**src/rtl/pwmc_pkg.sv**
```systemverilog
package pwmc_pkg;
  localparam int NUM_SLOTS = 2;
  localparam int SLOT_A    = 0;
  localparam int SLOT_B    = 1;
endpackage

```
**src/rtl/pwmc_wrap_det.sv**
```systemverilog
module pwmc_wrap_det #(
  parameter int CNT_W = 8
) (
  input  logic             clk,
  input  logic             rst_n,
  input  logic             tick_i,
  input  logic [CNT_W-1:0] cnt_i,
  output logic             wrap_o
);
  logic [CNT_W-1:0] last_q;

  always_ff @(posedge clk or negedge rst_n) begin
    if (!rst_n)      last_q <= '0;
    else if (tick_i) last_q <= cnt_i;
  end

  assign wrap_o = tick_i && (cnt_i < last_q);
endmodule

```
**src/rtl/pwmc_cmp_slot.sv**
```systemverilog
module pwmc_cmp_slot #(
  parameter int CNT_W = 8
) (
  input  logic             clk,
  input  logic             rst_n,
  input  logic             wr_i,
  input  logic [CNT_W-1:0] val_i,
  input  logic             load_i,
  input  logic             tick_i,
  input  logic [CNT_W-1:0] cnt_i,
  output logic             hit_o,
  output logic [CNT_W-1:0] act_o
);
  logic [CNT_W-1:0] shd_q, act_q, eff;

  // the value taking effect at a boundary is used on that boundary clock
  assign eff = load_i ? shd_q : act_q;

  always_ff @(posedge clk or negedge rst_n) begin
    if (!rst_n) begin
      shd_q <= '0;
      act_q <= '0;
    end else begin
      if (wr_i)   shd_q <= val_i;
      if (load_i) act_q <= shd_q;
    end
  end

  assign hit_o = tick_i && (cnt_i == eff);
  assign act_o = act_q;
endmodule

```
**src/rtl/pwmc_out_ctl.sv**
```systemverilog
module pwmc_out_ctl (
  input  logic clk,
  input  logic rst_n,
  input  logic tick_i,
  input  logic wrap_i,
  input  logic a_raw_i,
  input  logic b_raw_i,
  input  logic frc_a_i,
  input  logic frc_b_i,
  input  logic flag_any_i,
  input  logic flag_clr_i,
  output logic lvl_o,
  output logic flag_o,
  output logic a_hit_o,
  output logic b_done_o
);
  logic lvl_q, flag_q, bdone_q;
  logic mask_now, to_off, to_on, flag_set;

  // the mask from the previous period is void on the wrap clock
  assign mask_now = bdone_q && !wrap_i;
  assign a_hit_o  = a_raw_i && !mask_now;
  assign to_off   = b_raw_i || frc_b_i;
  assign to_on    = a_hit_o || frc_a_i;
  assign flag_set = b_raw_i || (flag_any_i && a_hit_o);

  always_ff @(posedge clk or negedge rst_n) begin
    if (!rst_n) begin
      lvl_q   <= 1'b0;
      flag_q  <= 1'b0;
      bdone_q <= 1'b0;
    end else begin
      if (to_off)     lvl_q <= 1'b0;
      else if (to_on) lvl_q <= 1'b1;

      if (flag_set)        flag_q <= 1'b1;
      else if (flag_clr_i) flag_q <= 1'b0;

      if (tick_i) bdone_q <= b_raw_i || mask_now;
    end
  end

  assign lvl_o    = lvl_q;
  assign flag_o   = flag_q;
  assign b_done_o = bdone_q;
endmodule

```
**src/rtl/pwmc_channel.sv**
```systemverilog
module pwmc_channel #(
  parameter int CNT_W = 8
) (
  input  logic             clk,
  input  logic             rst_n,
  input  logic [CNT_W-1:0] cnt_i,
  input  logic             tick_i,
  input  logic             a_wr_i,
  input  logic [CNT_W-1:0] a_val_i,
  input  logic             b_wr_i,
  input  logic [CNT_W-1:0] b_val_i,
  input  logic             flag_any_i,
  input  logic             pol_i,
  input  logic             frc_a_i,
  input  logic             frc_b_i,
  input  logic             upd_hold_i,
  input  logic             flag_clr_i,
  output logic             pwm_o,
  output logic             flag_o
);
  import pwmc_pkg::*;

  logic                 wrap, load, lvl, b_done, a_hit;
  logic [NUM_SLOTS-1:0] slot_wr, slot_hit;
  logic [CNT_W-1:0]     slot_val [NUM_SLOTS];
  logic [CNT_W-1:0]     slot_act [NUM_SLOTS];
  logic [CNT_W-1:0]     a_act, b_act;

  assign slot_wr[SLOT_A]  = a_wr_i;
  assign slot_wr[SLOT_B]  = b_wr_i;
  assign slot_val[SLOT_A] = a_val_i;
  assign slot_val[SLOT_B] = b_val_i;

  pwmc_wrap_det #(.CNT_W(CNT_W)) u_wrap (
    .clk(clk), .rst_n(rst_n), .tick_i(tick_i), .cnt_i(cnt_i), .wrap_o(wrap)
  );

  assign load = wrap && !upd_hold_i;

  for (genvar s = 0; s < NUM_SLOTS; s++) begin : g_slot
    pwmc_cmp_slot #(.CNT_W(CNT_W)) u_slot (
      .clk(clk), .rst_n(rst_n), .wr_i(slot_wr[s]), .val_i(slot_val[s]),
      .load_i(load), .tick_i(tick_i), .cnt_i(cnt_i),
      .hit_o(slot_hit[s]), .act_o(slot_act[s])
    );
  end

  assign a_act = slot_act[SLOT_A];
  assign b_act = slot_act[SLOT_B];

  pwmc_out_ctl u_out (
    .clk(clk), .rst_n(rst_n), .tick_i(tick_i), .wrap_i(wrap),
    .a_raw_i(slot_hit[SLOT_A]), .b_raw_i(slot_hit[SLOT_B]),
    .frc_a_i(frc_a_i), .frc_b_i(frc_b_i), .flag_any_i(flag_any_i),
    .flag_clr_i(flag_clr_i), .lvl_o(lvl), .flag_o(flag_o),
    .a_hit_o(a_hit), .b_done_o(b_done)
  );

  assign pwm_o = lvl ^ pol_i;
endmodule

```
**config.mk**
```make
export PLATFORM = sky130hd
export DESIGN_NAME = pwmc_channel
export DESIGN_NICKNAME = d
export VERILOG_FILES = /design/src/rtl/pwmc_pkg.sv /design/src/rtl/pwmc_wrap_det.sv /design/src/rtl/pwmc_cmp_slot.sv /design/src/rtl/pwmc_out_ctl.sv /design/src/rtl/pwmc_channel.sv
export SDC_FILE = /design/constraint.sdc
export NUM_CORES = 1
export LEC_CHECK = 0
export ABC_AREA = 1
export BUFFER_PORTS_ARGS = -buffer_cell sky130_fd_sc_hd__buf_2
export CORE_MARGIN = 2
export CORE_UTILIZATION = 30
export DETAILED_ROUTE_END_ITERATION = 7
export PLACE_DENSITY = 0.53
export RECOVER_POWER = 50
export SLEW_MARGIN = 20
export SYNTH_ARGS = -nofsm -noshare
export SYNTH_HDL_FRONTEND = slang
export SYNTH_HIERARCHICAL = 1
export SYNTH_SLANG_ARGS = --single-unit
```
**constraint.sdc**
```tcl
create_clock -name clk -period 4.3 [get_ports clk]
set_clock_uncertainty 0.1 [all_clocks]
set_input_delay 1.075 -clock clk [delete_from_list [all_inputs] [get_ports clk]]
set_output_delay 1.075 -clock clk [all_outputs]
set_load 0.05 [all_outputs]
```
==> results of run 1 <==
## cells in the mapped netlist (4+ instances only)
cell,number
a21oi_1,6
dfrtp_1,43
ha_1,7
inv_1,42
mux2_2,12
nand2_1,93
nand2_2,10
nand3_1,18
nand3b_1,4
nor2_1,16
o21ai_0,11
o21ai_2,4
## worst max-delay path by stage
stage	startpoint	end	slack (ps)	cells past startpoint
3_5_place_dp	cnt_i[3]	u_out/flag_o	740	20
6_report	cnt_i[3]	u_out/flag_o	1060	20
2_1_floorplan	cnt_i[3]	u_out/lvl_o	1090	16
5_1_grt	cnt_i[3]	u_out/lvl_o	830	16
3_3_place_gp	cnt_i[3]	u_out/flag_o	750	20
4_1_cts	cnt_i[3]	u_out/flag_o	1050	20
## metrics by stage
step,cells,area [sq um],utilization [%]
floorplan,280,2266,-
global placement,413,2557,35.07
detailed placement,413,2557,35.07
CTS,419,2630,36.07
global route,419,2628,36.03
finish,419,2628,36.03
## state kept, by name (all words and copies together), names as in the netlist
name,flops
u_out/flag_o,1
u_out/b_done_o,1
g_slot.u_slot/act_o,16
u_wrap/last_q,8
u_out/lvl_o,1
g_slot.u_slot/shd_q,16
## area by class of cell
type	instances	area, sq um	share of cell area [%]
Tap cell	99	123.9	4.714
Multi-Input combinational cell	188	989.7	37.67
Sequential cell	43	1076	40.95
Inverter	44	165.2	6.286
Timing Repair Buffer	39	200.2	7.619
Clock buffer	6	72.57	2.762
## cell families (layout without fill, tap and decap cells)
| family | count (synthesis) | count (layout) | share of synthesized area (%) |
|---|---|---|---|
| AND/OR/NAND/NOR | 142 | 142 | 26.39 |
| buffers and inverters | 49 | 89 | 8.945 |
| flip-flops | 43 | 43 | 47.49 |
| AO/OA/AOI/OAI | 27 | 27 | 7.344 |
| multiplexers | 12 | 12 | 5.964 |
| adder cells (fa/ha/maj) | 7 | 7 | 3.865 |
## power groups by stage
stage,registers (W),logic (W),clock network (W)
6_report,0.000500,0.000239,0.000241
3_3_place_gp,0.000508,0.000240,0
3_5_place_dp,0.000508,0.000244,0
4_1_cts,0.000501,0.000244,0.000254
5_1_grt,0.000508,0.000279,0.000275
2_1_floorplan,0.000501,0.000178,0
## worst reg2reg max path, cell delays in order, from the launching register on
cell     delay [ps]
dfrtp_1         360
inv_1            70
ha_1            240
a21oi_1         150
nand2_1         110
a21oi_2         160
inv_1            70
nor2_2           90
buf_4           210
inv_2           140
nand2_1         120
nand2_2          60
nand2_1          50
nand2_1          40
nor2_1           90
nand3_1         100
nor2_1          170
inv_1            70
a21oi_2         100
nand2_1          60
nand2_1          50
## per-layer routing
metal	track usage (%)	wire length [microns]
met1	17.37	2332
met2	19.03	2131
met3	2.671	225
met4	5.682	96
met5	0	0
==> run summary, run 1 <==
CTS Buf Count -> 5
Drt first pass iters -> 4
P_sw -> 0.0003061 W
Pre-CTS WS -> 739.8 ps
Vias in the first global route -> 1736
Filler Cell Count -> 803
Drt total wl -> 4785 microns
Area leader, netlist -> dfrtp_1
TritonCTS clock tree -> done
1st-iter DRT viols -> 95
Internal -> 0.0006739 W
WHS -> 386.3 ps
Achievable Freq -> 0.3089 GHz
Pwr per Cell Area -> 373.0 nW/um^2
Clock share of power -> 24.5%
Final setup viols -> 0
Netlist Area Pre-Place -> 2266 sq um
Failing checks -> capacitance limit, slew limit
Slew margin rel. -> -56.89%
CTS Sinks -> 43
Max VDD drop -> 0.1747 mV
Most frequent cells in the layout -> nand2_1, dfrtp_1, inv_1, buf_2, nand3_1
WHS Path Cells -> 2
Proportion of netlist area held by the largest area contributor -> 47.49%
Number of I/O pins -> 37
Gate power share -> 24.4%
Arrival @ worst endpoint -> 3380 ps
Final period util -> 75.29%
Max Root-Sink Buffers -> 2
Worst-path maximum fanout -> 13
Largest net degree at the start of global routing -> 44
Final hold vios -> 0
Seq/Total Area, Yosys -> 47.49%
Post-synthesis cell type count -> 19
Clock edge transition at the registers on the reported setup and hold paths -> 80 ps
Placer Congestion -> 0.7364
Max Slew Vio Count -> 44
Type of the worst min-delay path -> flip-flop to flip-flop
All-Layer GR Usage -> 12.61%
Worst Setup End Kind -> flip-flop
Wire per inst -> 11.42 microns
Worst reg2reg endpoint -> u_out/flag_o
Async S/R FF share, synth -> 100.0%
Post-synth EDFFs -> 0
Hold_sp -> g_slot[0].u_slot/act_o[5]
Design Power -> 0.0009800 W
# rows -> 31
Worst Tran Pin Value -> 2353 ps
Crit path buf inv count -> 5
Insertion delay to the later sink of the worst-skew pair -> 300 ps
MaxCap Viol Count -> 1
Largest cells by area after synthesis -> dfrtp_1, nand2_1, inv_1
Share of layout cells above drive strength 1 -> 23.13%
Chip Width -> 90.91 microns
Status -> finished, violations left
YS warnings -> 6
Antenna Nets Post-Route -> 0
Die extent in y -> 90.91 microns
Gr ovfl total -> 0
Sequential share of power -> 51.0%
Vias/cell -> 4.224
Switching Share -> 31.24%
WS Path Type -> primary input to flip-flop
Worst Path Required -> 4440 ps
PostCTS Resize Cnt -> 0
Final worst setup slack -> 1063 ps
Post-CTS Setup Bufs -> 0
Die ar. -> 8265 sq um
Tmin final -> 3237 ps
CP cell instances -> buf_2, ha_1, a21oi_1, nand2_1, a21oi_2, inv_1, nor2_2, buf_4, inv_2, nand2_1, nand2_2, nand2_1, nand2_1, nor2_1, nand3_1, nor2_1, inv_1, a21oi_2, nand2_1, nand2_1
Area Growth Syn to Fin -> 15.96%
Core ar. -> 7292 sq um
RSZ-0062 raised after global routing -> no
WHS Endpoint -> g_slot[0].u_slot/act_o[5]
First-pass GRT wire length -> 8211 microns
Antenna diodes -> 0
DRC Markers -> 0
Ys flop type -> dfrtp_1
Register-to-Register Setup Slack -> 1630 ps
Effective utilization at floorplan -> 31.07%
Most common cell after layout, fill and taps aside -> nand2_1
Syn Inst Count -> 280
Htree depth -> 2
Startpoint Class -> primary input
DP HPWL -> 3640 microns
Crit-path leading delay family -> simple AND/OR/NAND/NOR gates
Synth Register Bits -> 43
Cell count of the worst reg-to-reg path -> 20
Via count -> 1770
Number of buffers inserted by port buffering -> 36
Leak -> 1.406 nW
CP peak stage delay -> 320 ps
Worst r2r src -> u_wrap/last_q[3]
Critical-path top delay cell -> ha_1
Number of antenna violations at the first check in global routing -> 0
TNS Setup -> 0 ps
Root Driver -> clkbuf_8
Mapped Avg Cell Area -> 8.093 sq um
Layout Nets -> 363
Most frequent CP cell -> nand2_1
Synthesized Nets -> 322
Hold-fix buffers at CTS -> 0
No activity file was read; power rests on OpenSTA's default activity.
==> run 2, diff against run 1 <==
ABC_AREA = 0   (was 1)
PLACE_DENSITY = 0.55   (was 0.53)
clock period = 2.6 ns   (was 4.3 ns; I/O delays follow)
==> run 2 against run 1 <==
Effect of this change:
- the flow finishes with violations (setup timing)
- die area decreased by 5.9%
- non-clock buffer count increased by 12
- cell area up 2.9%
- largest power group unchanged
- critical path type unchanged
- first-iteration DRC count fell by 41%
- register-to-register slack got worse by 1800 ps
- cell count fell by 27%
- sequential cell count stayed put
- routed wire length is 14% lower
- total power rose by 82%
==> run summary, run 2 <==
Synthesized Nets -> 201
1st-iter DRT viols -> 56
Synth cell count leaders -> dfrtp_1, mux2_2, mux2_4
Pwr per Cell Area -> 658.4 nW/um^2
Most frequent cells in the layout -> dfrtp_1, buf_2, mux2_2, mux2_4, xnor2_2
Worst Tran Pin Value -> 1047 ps
Slew margin rel. -> 30.20%
Netlist Area Pre-Place -> 2126 sq um
Max VDD drop -> 0.2393 mV
Failing checks -> setup timing
DP HPWL -> 3126 microns
Count leader, synth -> dfrtp_1
Placed cells -> 300
CP cell instances -> buf_8, ha_4, a211oi_2, o21ai_1, a21oi_2, nor2b_4, buf_4, mux2_2, nor2_1, nand3b_1, nor3_2, a21boi_2, a221o_1
Worst reg2reg endpoint -> u_out/flag_o
Gr ovfl total -> 0
Final core utilization -> 39.56%
Final setup viols -> 3
Startpoint Class -> primary input
Critical Path End -> u_out/flag_o
Worst Path Required -> 2680 ps
Core ar. -> 6832 sq um
Crit-path leading delay family -> compound AO/OA/AOI/OAI gates
Antenna Nets Post-Route -> 0
Critical Path Start -> cnt_i[2]
DRC Markers -> 0
Met2 usage -> 15.52%
First-pass GRT wire length -> 6706 microns
M3 GR Usage -> 2.733%
MaxCap Viol Count -> 0
Post-synth EDFFs -> 0
Syn Inst Count -> 159
Leak -> 1.250 nW
Hold-fix buffers at CTS -> 0
Area Growth Syn to Fin -> 27.13%
Max Slew Vio Count -> 0
Cell count of the worst reg-to-reg path -> 13
WHS -> 404.5 ps
Gate power share -> 31.3%
Sequential share of power -> 46.8%
RSZ-0062 raised after global routing -> yes
Achievable Freq -> 0.3579 GHz
Share of layout cells above drive strength 1 -> 56.87%
All-Layer GR Usage -> 11.53%
Clock edge transition at the registers on the reported setup and hold paths -> 70 ps
Via count -> 1311
Crit path buf inv count -> 2
CTS Sinks -> 43
Placer Congestion -> 0.7419
CP peak stage delay -> 340 ps
Vias/cell -> 4.270
Final hold vios -> 0
Proportion of netlist area held by the largest area contributor -> 50.62%
Non-filler cells, final -> 307
Worst r2r src -> u_wrap/last_q[5]
Arrival @ worst endpoint -> 2870 ps
Die extent in y -> 88.18 microns
Post-synthesis cell type count -> 26
Max Root-Sink Buffers -> 2
Effective utilization at floorplan -> 31.12%
TritonCTS clock tree -> done
Switching Share -> 27.53%
P_sw -> 0.0004899 W
Most common cell after layout, fill and taps aside -> dfrtp_1
Largest cells by area after synthesis -> dfrtp_1, mux2_2, mux2_4
Final worst setup slack -> -193.9 ps
Worst-path maximum fanout -> 3
Clock share of power -> 21.9%
Antenna diodes -> 0
Final period util -> 107.5%
Critical-path top delay cell -> mux2_2
Seq/Total Area, Yosys -> 50.62%
Ys flop type -> dfrtp_1
# rows -> 30
Stages on worst setup path -> 13
Number of buffers inserted by port buffering -> 36
Fin area -> 2703 sq um
Wire per inst -> 13.43 microns
Area after DPL -> 2552 sq um
Layer with the highest usage -> met1
Number of antenna violations at the first check in global routing -> 0
Met1 Resource Use GR -> 18.00%
Root Driver -> clkbuf_8
Drt total wl -> 4122 microns
Chip Width -> 88.18 microns
WS Path Type -> primary input to flip-flop
Largest net degree at the start of global routing -> 44
Drt first pass iters -> 4
Register-to-Register Setup Slack -> -150 ps
Mapped Avg Cell Area -> 13.37 sq um
Htree depth -> 2
Layout Nets -> 254
Pre-CTS WS -> -637.0 ps
Type of the worst min-delay path -> flip-flop to flip-flop
Async S/R FF share, synth -> 100.0%
Status -> finished, violations left
WHS Path Cells -> 1
Synth Register Bits -> 43
Insertion delay to the later sink of the worst-skew pair -> 290 ps
Internal -> 0.001290 W
CTS Buf Count -> 5
Vias in the first global route -> 1315
Die ar. -> 7776 sq um
Worst Setup End Kind -> flip-flop
Area leader, netlist -> dfrtp_1
Number of I/O pins -> 37
Tmin final -> 2794 ps
YS warnings -> 6
==> run 2: cell types whose count changed after synthesis, moves of 4 or more <==
cell / delta
mux2_4: +14
nor2_1: -11
nand2_2: -10
a21oi_1: -5
xnor2_1: +4
nand3_1: -16
inv_1: -31
mux2_2: +7
xnor2_2: +10
nand2_1: -82
o21ai_2: -4
==> run 2: kinds of logic after synthesis <==
kind of cell | Yosys count | share of synthesized area, %
compound gates | 17 | 5.179
mux | 33 | 19.95
simple gates | 28 | 6.710
flops | 43 | 50.62
fa+ha+maj | 7 | 4.120
xor+xnor | 15 | 9.712
buf+inv | 16 | 3.708
==> run 2: final cells by class <==
| class | instances | area, sq um |
|---|---|---|
| fillers | 682 | 4129 |
| flip-flops and latches | 43 | 1076 |
| multi-input cells | 100 | 1066 |
| repair buffers | 51 | 326.6 |
| well taps | 96 | 120.1 |
| clock buffers | 6 | 72.57 |
| inverters | 11 | 41.29 |
==> run 2: timing repair <==
| item | in CTS | in global routing |
|---|---|---|
| pin swaps | 4 | 4 |
| setup endpoints to repair | 3 | 3 |
| resized for setup | 12 | 6 |
| setup buffers | 1 | 0 |
| gates cloned | 0 | 0 |
==> run 2: worst min path at each step <==
| stage | end | startpoint |
|---|---|---|
| global route | u_out/flag_o | u_out/flag_o |
| floorplan | g_slot[0].u_slot/act_o[0] | rst_n |
| CTS | g_slot[0].u_slot/shd_q[7] | rst_n |
| detailed placement | g_slot[0].u_slot/act_o[0] | g_slot[0].u_slot/act_o[0] |
| global placement | g_slot[1].u_slot/act_o[7] | g_slot[1].u_slot/act_o[7] |
| finish | u_wrap/last_q[0] | u_wrap/last_q[0] |
==> run 2: routing by layer <==
metal	up-vias	share of wire [%]
met5	-	0
met4	0	1.1
met3	6	5.1
met2	34	42
met1	630	52
li1	641	-
==> run 2: power by group through the flow <==
stage | sequential [W] | combinational, W | clock [W]
after floorplan | 0.000830 | 0.000397 | 0
after global placement | 0.000843 | 0.000519 | 0
after detailed placement | 0.000842 | 0.000525 | 0
after CTS | 0.000834 | 0.000551 | 0.000407
after global routing | 0.000848 | 0.000605 | 0.000433
final | 0.000834 | 0.000557 | 0.000389
==> run 2: metrics by stage <==
step | TNS (ps) | power, W
2_1_floorplan | -528.6 | 0.001228
3_3_place_gp | -1734 | 0.001362
3_5_place_dp | -1740 | 0.001367
6_report | -524.6 | 0.001779
4_1_cts | -490.9 | 0.001792
5_1_grt | -863.8 | 0.001885
==> run 3, diff against run 2 <==
ABC_AREA = not set   (was 0)
PLACE_DENSITY = 0.53   (was 0.55)
clock period = 3.34 ns   (was 2.6 ns; I/O delays follow)
==> run 3 against run 2 <==
Effect of this change:
- global-route usage is 0.28 points higher
- largest power group unchanged
- the flow now finishes without violations
- routed wire length shrank 2.5%
- non-clock buffer count decreased by 4
- via count is 1.5% lower
==> run summary, run 3 (same netlist as run 2, synthesis figures left out) <==
Insertion delay to the later sink of the worst-skew pair -> 300 ps
Via count -> 1291
Slew margin rel. -> 1.642%
Achievable Freq -> 0.3124 GHz
Clock edge transition at the registers on the reported setup and hold paths -> 80 ps
Die ar. -> 7776 sq um
Most frequent cells in the layout -> dfrtp_1, buf_2, mux2_2, mux2_4
Final period util -> 95.85%
DRC Markers -> 0
P_sw -> 0.0003628 W
Cell count of the worst reg-to-reg path -> 13
Chip Width -> 88.18 microns
Register-to-Register Setup Slack -> 410 ps
Core ar. -> 6832 sq um
Drt first pass iters -> 3
Pwr per Cell Area -> 537.8 nW/um^2
Startpoint Class -> primary input
WS Path Type -> primary input to flip-flop
Wire per inst -> 13.18 microns
TritonCTS clock tree -> done
CTS Buf Count -> 5
Arrival @ worst endpoint -> 3340 ps
Max Root-Sink Buffers -> 2
Switching Share -> 26.13%
Root Driver -> clkbuf_8
Internal -> 0.001026 W
Worst reg2reg endpoint -> u_out/flag_o
Leak -> 1.202 nW
Most common cell after layout, fill and taps aside -> dfrtp_1
Area Growth Syn to Fin -> 21.48%
Post-CTS Setup Bufs -> 0
Pre-CTS WS -> -210.7 ps
DP HPWL -> 3067 microns
Effective utilization at floorplan -> 31.12%
Antenna diodes -> 0
TNS Setup -> 0 ps
Worst Path Required -> 3480 ps
Max Slew Vio Count -> 0
WHS -> 401.5 ps
Htree depth -> 2
Final worst setup slack -> 138.5 ps
Gate power share -> 27.7%
Share of layout cells above drive strength 1 -> 47.37%
Worst Tran Pin Value -> 1475 ps
Largest net degree at the start of global routing -> 44
Max VDD drop -> 0.2354 mV
Type of the worst min-delay path -> flip-flop to flip-flop
1st-iter DRT viols -> 29
Vias/cell -> 4.233
Clock share of power -> 25.9%
CTS Sinks -> 43
Sequential share of power -> 46.4%
Number of antenna violations at the first check in global routing -> 0
Drt total wl -> 4020 microns
Gr ovfl total -> 0
Hold_sp -> u_wrap/last_q[0]
Tmin final -> 3201 ps
Non-filler cells, final -> 305
Antenna Nets Post-Route -> 0
First-pass GRT wire length -> 6679 microns
Worst Setup End Kind -> flip-flop
Final hold vios -> 0
Status -> complete, no violations
Worst-path maximum fanout -> 11
Number of buffers inserted by port buffering -> 36
Layout Nets -> 250
Design Power -> 0.001389 W
Worst r2r src -> u_wrap/last_q[2]
Placed cells -> 296
Die extent in y -> 88.18 microns
All-Layer GR Usage -> 11.80%
Placer Congestion -> 0.7489
WHS Endpoint -> u_wrap/last_q[0]
Final setup viols -> 0
Vias in the first global route -> 1318
# rows -> 30
Number of I/O pins -> 37
MaxCap Viol Count -> 0
WHS Path Cells -> 1
run 3: cell count changes in the layout (fill, tap and decap cells not counted), sizes merged:
cell	before	now
buf	50	44
clkbuf	7	11
run 3: cell type report:
| cell class | count | area (sq um) |
|---|---|---|
| multi-input combinational | 100 | 978.4 |
| clock buffer | 8 | 100.1 |
| sequential | 43 | 1076 |
| inverter | 11 | 41.29 |
| tap | 96 | 120.1 |
| fill | 707 | 4249 |
| timing repair buffer | 47 | 266.5 |
run 3: worst max path at each step:
stage	start	end	slack, ps	cells after the start
after floorplan	cnt_i[2]	u_out/flag_o	70	12
after global routing	cnt_i[2]	u_out/flag_o	-20	13
final	cnt_i[2]	u_out/flag_o	140	13
after global placement	cnt_i[2]	u_out/flag_o	-180	13
after CTS	cnt_i[2]	u_out/flag_o	100	13
after detailed placement	cnt_i[2]	u_out/flag_o	-210	13
run 3: power by group through the flow:
| stage | Clock, W | Combinational [W] | Sequential [W] |
|---|---|---|---|
| 2_1_floorplan | 0 | 0.000300 | 0.000646 |
| 3_3_place_gp | 0 | 0.000386 | 0.000656 |
| 3_5_place_dp | 0 | 0.000389 | 0.000656 |
| 4_1_cts | 0.000377 | 0.000391 | 0.000647 |
| 5_1_grt | 0.000405 | 0.000422 | 0.000655 |
| 6_report | 0.000360 | 0.000384 | 0.000644 |
run 3: worst max-delay path, stage by stage:
cell      delay, ps
buf_2           110
ha_1            290
a211oi_1        220
o21ai_0         110
a21oi_1         240
nor2b_4         230
buf_12          160
mux2_4          320
xnor2_1         150
nand3_1         130
nor3_2          170
a21boi_2        200
a221o_1         150
run 3: timing repair:
item | 4_1_cts | 5_1_grt
resized for setup | 0 | 1
hold buffers | 0 | 0
setup endpoints to repair | 0 | 2
hold endpoints to repair | 0 | 0
run 3: per-layer routing:
layer | part of all wire [%] | global-route usage (%) | vias up | wire (microns)
met2 | 44 | 17.02 | 32 | 1749
met3 | 4.8 | 4.241 | 4 | 192
met4 | 1.4 | 4.132 | 0 | 55
met1 | 50 | 16.41 | 610 | 2023
met5 | 0 | 0 | - | 0
li1 | - | - | 645 | -
run 3: stage by stage:
step                      area (sq um)  utilization [%]
after global routing              2582            37.80
after floorplan                   2126                -
after detailed placement          2479            36.28
after global placement            2479            36.28
final                             2582            37.80
after CTS                         2579            37.75
